### config.mk
export PLATFORM = sky130hd
export DESIGN_NAME = xfer_splitter
export DESIGN_NICKNAME = d
export VERILOG_FILES = /design/src/rtl/xfer_splitter.sv
export SDC_FILE = /design/constraint.sdc
export NUM_CORES = 1
export LEC_CHECK = 0
export BUFFER_PORTS_ARGS = -buffer_cell sky130_fd_sc_hd__buf_2
export CAP_MARGIN = 20
export CORE_UTILIZATION = 50
export DETAILED_ROUTE_END_ITERATION = 10
export GPL_TIMING_DRIVEN = 0
export HOLD_SLACK_MARGIN = 0.12
export PLACE_DENSITY = 0.79
export REMOVE_ABC_BUFFERS = 1
export SLEW_MARGIN = 5
export SYNTH_ARGS = -nofsm -noshare
export SYNTH_HDL_FRONTEND = slang
export SYNTH_SLANG_ARGS = --single-unit
### constraint.sdc
create_clock -name clk -period 4.55 [get_ports clk]
set_clock_uncertainty 0.1 [all_clocks]
set_input_delay 0.455 -clock clk [delete_from_list [all_inputs] [get_ports clk]]
set_output_delay 0.455 -clock clk [all_outputs]
set_load 0.05 [all_outputs]
### src/rtl/xfer_splitter.sv
module xfer_splitter #(
  parameter int AW = 24
) (
  input  logic          clk,
  input  logic          rst_n,
  input  logic          req,
  input  logic          req_write,
  input  logic [1:0]    req_size,
  input  logic [1:0]    req_port,
  input  logic [AW-1:0] req_addr,
  input  logic [31:0]   req_wdata,
  output logic          busy,
  output logic          done,
  output logic [31:0]   rdata,
  output logic          bus_cyc,
  output logic          bus_we,
  output logic [AW-1:0] bus_addr,
  output logic [1:0]    bus_tsize,
  output logic [3:0]    bus_bs_n,
  output logic [31:0]   bus_wdata,
  input  logic [31:0]   bus_rdata,
  input  logic          bus_ack
);

  typedef enum logic [1:0] {S_IDLE, S_RUN, S_FIN} st_t;
  st_t st;

  logic [AW-1:0] base;
  logic [2:0]    cnt, n_q, pw_q;
  logic          we_q;
  logic [31:0]   opl, asm_q, rdata_q;

  logic [2:0] n_in, pw_in, rem, sz;
  logic [1:0] lb;
  logic [3:0] lanes;
  logic [31:0] dmask, piece, asm_nxt;
  logic [AW-1:0] cur;

  assign n_in  = (req_size == 2'b01) ? 3'd1 : (req_size == 2'b10) ? 3'd2 : 3'd4;
  assign pw_in = (req_port == 2'b01) ? 3'd1 : (req_port == 2'b10) ? 3'd2 : 3'd4;

  assign cur = base + AW'(cnt);
  assign rem = n_q - cnt;

  always_comb begin
    if (pw_q == 3'd4 && cur[1:0] == 2'b00 && rem >= 3'd4) sz = 3'd4;
    else if (pw_q >= 3'd2 && !cur[0] && rem >= 3'd2)     sz = 3'd2;
    else                                                  sz = 3'd1;
    case (pw_q)
      3'd4:    lb = cur[1:0];
      3'd2:    lb = {1'b0, cur[0]};
      default: lb = 2'd0;
    endcase
  end

  assign lanes   = (4'hF << (3'd4 - sz)) >> lb;
  assign dmask   = {{8{lanes[3]}}, {8{lanes[2]}}, {8{lanes[1]}}, {8{lanes[0]}}};
  assign piece   = ((bus_rdata & dmask) << {lb, 3'b000}) >> {cnt, 3'b000};
  assign asm_nxt = asm_q | piece;

  assign busy      = (st == S_RUN);
  assign done      = (st == S_FIN);
  assign bus_cyc   = (st == S_RUN);
  assign bus_we    = bus_cyc & we_q;
  assign bus_addr  = cur;
  assign bus_tsize = (sz == 3'd4) ? 2'b00 : (sz == 3'd2) ? 2'b10 : 2'b01;
  assign bus_bs_n  = bus_cyc ? ~lanes : 4'hF;
  assign bus_wdata = bus_we ? (((opl << {cnt, 3'b000}) >> {lb, 3'b000}) & dmask) : 32'h0;
  assign rdata     = rdata_q;

  always_ff @(posedge clk) begin
    if (!rst_n) begin
      st <= S_IDLE;
      base <= '0;
      cnt <= '0;
      n_q <= '0;
      pw_q <= 3'd4;
      we_q <= 1'b0;
      opl <= '0;
      asm_q <= '0;
      rdata_q <= '0;
    end else begin
      case (st)
        S_IDLE: if (req) begin
          base  <= req_addr;
          n_q   <= n_in;
          pw_q  <= pw_in;
          we_q  <= req_write;
          opl   <= req_wdata << {3'd4 - n_in, 3'b000};
          asm_q <= '0;
          cnt   <= '0;
          st    <= S_RUN;
        end
        S_RUN: if (bus_ack) begin
          asm_q <= asm_nxt;
          cnt   <= cnt + sz;
          if (sz == rem) begin
            rdata_q <= asm_nxt >> {3'd4 - n_q, 3'b000};
            st      <= S_FIN;
          end
        end
        default: st <= S_IDLE;
      endcase
    end
  end


  tsize_strobe_chk: assert property (@(posedge clk) disable iff (!rst_n)
    bus_cyc |-> $countones(~bus_bs_n) ==
      ((bus_tsize == 2'b00) ? 4 : (bus_tsize == 2'b10) ? 2 : 1));


  align_chk: assert property (@(posedge clk) disable iff (!rst_n)
    bus_cyc |-> (bus_tsize != 2'b00 || bus_addr[1:0] == 2'b00) &&
                (bus_tsize != 2'b10 || !bus_addr[0]));


  port_lane_chk: assert property (@(posedge clk) disable iff (!rst_n)
    bus_cyc |-> (pw_q != 3'd1 || bus_bs_n[2:0] == 3'b111) &&
                (pw_q != 3'd2 || bus_bs_n[1:0] == 2'b11));


  hold_chk: assert property (@(posedge clk) disable iff (!rst_n)
    bus_cyc && !bus_ack |=> bus_cyc && $stable(bus_addr) && $stable(bus_tsize) &&
                            $stable(bus_bs_n) && $stable(bus_wdata));


  done_pulse_chk: assert property (@(posedge clk) disable iff (!rst_n)
    done |=> !done && !bus_cyc);


  idle_strobe_chk: assert property (@(posedge clk) disable iff (!rst_n)
    !bus_cyc |-> bus_bs_n == 4'hF);

endmodule

Word-level counts from Yosys, hierarchy flattened --
Cells that the tools add are included.
Storage, ports and cells: register bits after elaboration 132, input bits 97, output and inout bits 98, logic and storage cells 78
Cells by class: $lt $le $gt $ge 3, mux-type cells 21, shift operators 8, eq/ne operators 14, bitwise logic cells 5, reduce and logical (&&, ||, !) cells 12, add/sub/neg operators 6
Operators with widths (number):
- $mux W32 | 3
- $and A32 B32 Y32 | 2
- $pmux W32 S2 | 1
- $shl A32 B6 Y32 | 2
- $shr A32 B6 Y32 | 2
- $or A32 B32 Y32 | 1
- $shl A32 B5 Y32 | 1
- $shr A32 B5 Y32 | 1
- $add A24 B3 Y24 | 1
- $mux W3 | 7
- $mux W2 | 6
- $reduce_and A3 Y1 | 3
- $sub A3 B3 Y3 const A | 3
- $pmux W2 S2 | 2
- $eq A2 B1 Y1 const B | 3
- $eq A2 B2 Y1 const B | 3
- $eq A3 B2 Y1 const B | 2
- $eq A3 B3 Y1 const B | 2
- $ge A3 B2 Y1 const B | 2
- $pmux W3 S2 | 1
- $logic_and A1 B1 Y1 | 4
- $logic_not A2 Y1 | 2
- $mux W4 | 1
- $ne A2 B1 Y1 const B | 2
- 12 further kinds | 12

Depth between registers and ports, before layout --
depth after elaboration 15, gate-level depth with buffers 17

Least setup slack after synthesis --
No wires, ideal clock.
path kind reg2out, from register n_q[0], to output port bus_wdata[10], path slack 0.060 ns, required time 3.995 ns, cell stages (with the launch flop) 15, arrival time 3.935 ns, cell sequence dfxtp_1 inv_1 clkbuf_1 ha_1 fa_1 xnor3_2 a21oi_2 nand2_1 ha_1 inv_1 o21ai_0 a211oi_2 clkbuf_1 nand2_1 nor2_1
Between the ends: cells in the longest elaborated chain, start to end 10
Ends and longest elaborated chain:
- start, declared | line 29 | logic [2:0] cnt, n_q, pw_q;
- start signal, assigned | line 86 | n_q <= n_in;
- $sub A3 B3 Y3 * | line 43 | assign rem = n_q - cnt;
- $ge A3 B2 Y1 | line 47 | else if (pw_q >= 3'd2 && !cur[0] && rem >= 3'd2) sz = 3'd2;
- $logic_and A1 B1 Y1 | line 47
- $mux W2 | line 47
- $mux W3 * | line 46 | if (pw_q == 3'd4 && cur[1:0] == 2'b00 && rem >= 3'd4) sz = 3'd4;
- $sub A3 B3 Y3 * | line 56 | assign lanes = (4'hF << (3'd4 - sz)) >> lb;
- $shl A4 B3 Y4 * | line 56
- $shr A4 B2 Y4 * | line 56
- $and A32 B32 Y32 * | line 68 | assign bus_wdata = bus_we ? (((opl << {cnt, 3'b000}) >> {lb, 3'b000}) & dmask) : 32'h0;
- $mux W32 * | line 68
- end, declared | line 20 | output logic [31:0] bus_wdata,
Mark *: on every way between the ends. The rest lies on a longest branch, timed or not.

Worst setup path in the final report --
from register n_q[0], to register rdata_q[2], in the netlist rdata[2]
Between the ends: cells in the longest elaborated chain, start to end 13
Ends and longest elaborated chain:
- $sub A3 B3 Y3 | line 43
- $ge A3 B2 Y1 | line 47
- $logic_and A1 B1 Y1 | line 47
- $mux W2 | line 47
- $mux W3 | line 46
- $sub A3 B3 Y3 | line 56
- $shl A4 B3 Y4 | line 56
- $shr A4 B2 Y4 | line 56
- $and A32 B32 Y32 | line 58 | assign piece = ((bus_rdata & dmask) << {lb, 3'b000}) >> {cnt, 3'b000};
- $shl A32 B5 Y32 | line 58
- $shr A32 B6 Y32 | line 58
- $or A32 B32 Y32 | line 59 | assign asm_nxt = asm_q | piece;
- $shr A32 B6 Y32 | line 98 | rdata_q <= asm_nxt >> {3'd4 - n_q, 3'b000};
- end signal, assigned | line 98
- end, declared | line 31 | logic [31:0] opl, asm_q, rdata_q;
Several ways; a longest one is shown, not always the timed one. A chain may end at the register's enable or synchronous reset.

==> flow_results.org <==
** Run status
- Outcome :: complete, no violations

** Cells and area
- In the layout the commonest cells are buf_2 (170), nand2_1 (147), dfxtp_1 (128).
- In the final layout, flip-flops and latches occupy 0.00266 sq mm.
- In the final layout, the share of cells above drive strength 1 is 0.257.
- Area added between synthesis and finish :: 27.8%
- The net count of the finished layout is 1436.
- The finished cells cover 0.0110 sq mm.
- The filler cells instantiated in the layout total 1428.
- Excluding fillers, the count of instances in the completed layout stands at 1558.
- Leaving out fill and tap cells, the most frequent cell in the layout is buf_2.
- Summing all multi-input logic gate instances after layout gives 0.00577 sq mm.
- For this run, the share of the core covered by cells in the final layout is 0.657.

** STA
- Derived from the worst setup path, the maximum achievable clock frequency is 0.225 GHz.
- The final number of max-transition violations came to 0.
- The worst path meets setup with 0.0978 ns of slack.
- Setup violations remaining at the end of the flow were counted as 0.
- Measured against its own limit, the worst slew margin works out to 0.265.
- The smallest clock period supported by the final layout is computed as 4.45 ns.
- Total count of hold-check failures in the final report :: 0
- Actual transition at the worst max-transition pin :: 1.09 ns
- Of the available clock period, the critical path in the final layout requires 0.979.

** Placement
- Before CTS, the worst setup slack after placement is -1.10 ns.
- Post-detailed-placement half-perimeter wirelength :: 19600 um
- Number of buffer cells added on primary ports :: 194
- Inst Count DP :: 1490
- Cell area after placement :: 0.00973 sq mm
- The congestion estimate from routability-driven global placement came to 0.938.

** Floorplanning
- The floorplan step defined a die boundary enclosing 0.0177 sq mm.
- Chip Height :: 133 um
- In this run the standard cell core region covers 0.0167 sq mm.
- Die width :: 133 um
- The initial utilization of the core area, before any placement, comes to 0.514.
- In this run the core area contains 47 standard-cell rows.
- Top-level port count :: 195

** Pwr
- The analysis attributes to cell leakage a power of 4.41 nW.
- For this design the ratio of total power to cell area is 376 mW/mm^2.
- Of the total power, combinational logic draws 0.361.
- Net switching share of the total power :: 0.377
- VDD sags by at most 0.000332 V.
- Power share of the sequential group :: 0.308
- The share of total power dissipated in the clock network is 0.332.
- Power Internal :: 0.00257 W
- In this run the power spent charging and discharging nets is 0.00156 W.

** Detailed routing
- Initial DRC count :: 1158
- DR DRC count :: 0
- Routed length per instance :: 19.2 um
- Sum of routed wire length over all layers :: 29900 um
- The detail route stage leaves a number of antenna-violating nets equal to 0.
- Via density per instance :: 6.30
- Number of iterations in the first detailed-routing pass :: 7
- Count of vias placed by the detailed router :: 9813

** Synthesis
- Of the synthesized area, sequential elements account for 0.308.
- Count of flip-flops with a built-in enable after synthesis :: 0
- Synthesis produced a netlist whose cell count is 1149.
- In this run, distinct cell masters in the synthesized netlist total 73.
- Yosys printed 0 warnings.
- The synthesized design contains 132 register bits.
- Sorting the synthesized cells by area gives the leading types as dfxtp_1 (31%), a21oi_1 (7.3%), nand2_1 (6.7%).
- Synth Flop Type :: dfxtp_1
- In this run the mean area of a mapped cell was 7.47 sq um.
- Of the post-synthesis cell area, the dominant cell type holds 0.308.
- Summed over all instances, the cell type with the most area after synthesis is dfxtp_1.
- Synthesized cell area :: 0.00858 sq mm
- Of all flip-flops after synthesis, the portion carrying an async set or reset was 0.

** Global routing
- Entering global routing, the biggest net connects 66 pins.
- First-pass GRT wire length :: 46800 um
- The initial antenna violation count is 1.
- Remaining global-route overflow :: 0
- The via count of the first global-routing pass is 9067.
- In the global route stage, overall resource usage came out at 0.332.

** Clock tree
- Hold bufs inserted after CTS :: 0
- Sink Count :: 132
- TritonCTS clock tree :: done
- The root buffer cell chosen for the clock tree is clkbuf_16.
- Max H-tree Level :: 4
- For the worst-skew pair, the clock arrives at the later sink with an insertion delay of 0.43 ns.
- Max Buffers Root-to-Sink :: 2
- Number of CTS-inserted buffers :: 17
- After clock tree synthesis, the clock-pin slew on the worst setup and hold paths is 0.06 ns.

** Critical path
- Endpoint type of the worst setup path :: register
- Type of the setup path with the least slack :: reg2reg
- At the worst endpoint, the required time is 4.82 ns.
- The worst register-to-register path has a depth of 16.
- Critical path startpoint category :: register
- Along the worst path, the maximum fanout reaches 10.
- Arrival time of the worst setup path :: 4.72 ns

** Min path
- Instance count along the most critical hold path :: 3
- Hold WC Path Type :: in2reg

** Run
- Across the run, the number of max-cap violations was 0.
==> power by group through the flow <==
stage / registers, W / clock network [W] / logic [W]
2_1_floorplan: 0.00129 / 0 / 0.000878
3_3_place_gp: 0.00131 / 0 / 0.00121
4_1_cts: 0.00127 / 0.00137 / 0.00137
5_1_grt: 0.00127 / 0.00142 / 0.00158
3_5_place_dp: 0.00130 / 0 / 0.00126
6_report: 0.00127 / 0.00137 / 0.00149
==> flip-flops by register name, indices dropped and copies added, names as in the netlist <==
name	flops
opl	32
rdata	32
we_q	1
n_q	3
cnt	3
asm_q	32
pw_q	3
base	24
st	2
==> critical path, cell delays in order, from the launching register on <==
cell        delay, ns
dfxtp_4          0.39
clkinvlp_4       0.12
ha_1             0.21
fa_1             0.37
xnor3_2          0.32
or3_4            0.41
nand2_2          0.11
ha_1             0.27
nor2b_1          0.12
o21ai_1          0.16
a211oi_4         0.36
buf_6            0.20
a221o_1          0.22
a31oi_1          0.10
or4_1            0.58
o21ai_1          0.18
a221o_1          0.17
==> cells by family (layout without fill, tap and decap cells) <==
group	count (synthesis)	count (layout)	share of synthesized area
simple gates	456	456	0.247
other cells	0	1	0
mux	46	46	0.0564
buf+inv	115	303	0.0515
compound gates	359	359	0.285
flops	132	132	0.308
xor+xnor	26	26	0.0283
fa+ha+maj	15	15	0.0245
==> per-layer routing <==
layer	vias up	GRT usage	wire length (um)
met5	-	0	0
met4	0	0.161	1070
met3	113	0.0670	3140
met2	643	0.532	13800
met1	4486	0.424	11900
li1	4571	-	-
==> Yosys cell counts (9+ instances only) <==
cell type	count
a21oi_1	126
a2bb2oi_1	10
a31oi_1	9
ha_1	12
nand3_1	40
inv_1	29
nor3_1	32
o21ai_0	37
a221o_1	14
mux2_2	19
xnor2_1	23
nor2b_1	24
nand2_1	153
a211oi_1	23
dfxtp_1	132
o211ai_1	20
and3_1	9
or3_1	9
clkbuf_1	74
mux2i_1	27
nor2_1	132
a221oi_1	10
nand2b_1	11
a22oi_1	24
==> metrics by stage <==
step	total power, W	TNS (ns)	hold slack (ns)
global route	0.00428	-0.383	0.166
finish	0.00412	0	0.165
detailed placement	0.00255	-58.43	0.334
global placement	0.00252	-208.28	0.325
floorplan	0.00217	-51.36	0.331
CTS	0.00400	0	0.155
==> area by class of cell <==
cell class	instances	area share
tap	220	0.0251
antenna	1	0.000228
clock buffer	20	0.0407
clock inverter	12	0.0119
inverter	31	0.0112
timing repair buffer	240	0.143
sequential	132	0.242
multi-input combinational	902	0.526
==> final timing paths <==
| check | from | endpoint | slack (ns) |
|---|---|---|---|
| setup / recovery | n_q[0] | rdata[2] | 0.1 |
| hold / removal | req_addr[7] | base[7] | 0.16 |
| setup reg to reg | n_q[0] | rdata[2] | 0.1 |
| hold reg to reg | rdata[18] | rdata[18] | 0.34 |
==> timing repair <==
item                                    CTS  global route
setup buffers                            13            19
pin swaps                                 7            11
resized for setup                        79            17
gates cloned                              1             0
endpoints found under the setup margin  100            60
Power figures use the tool's default switching activity.
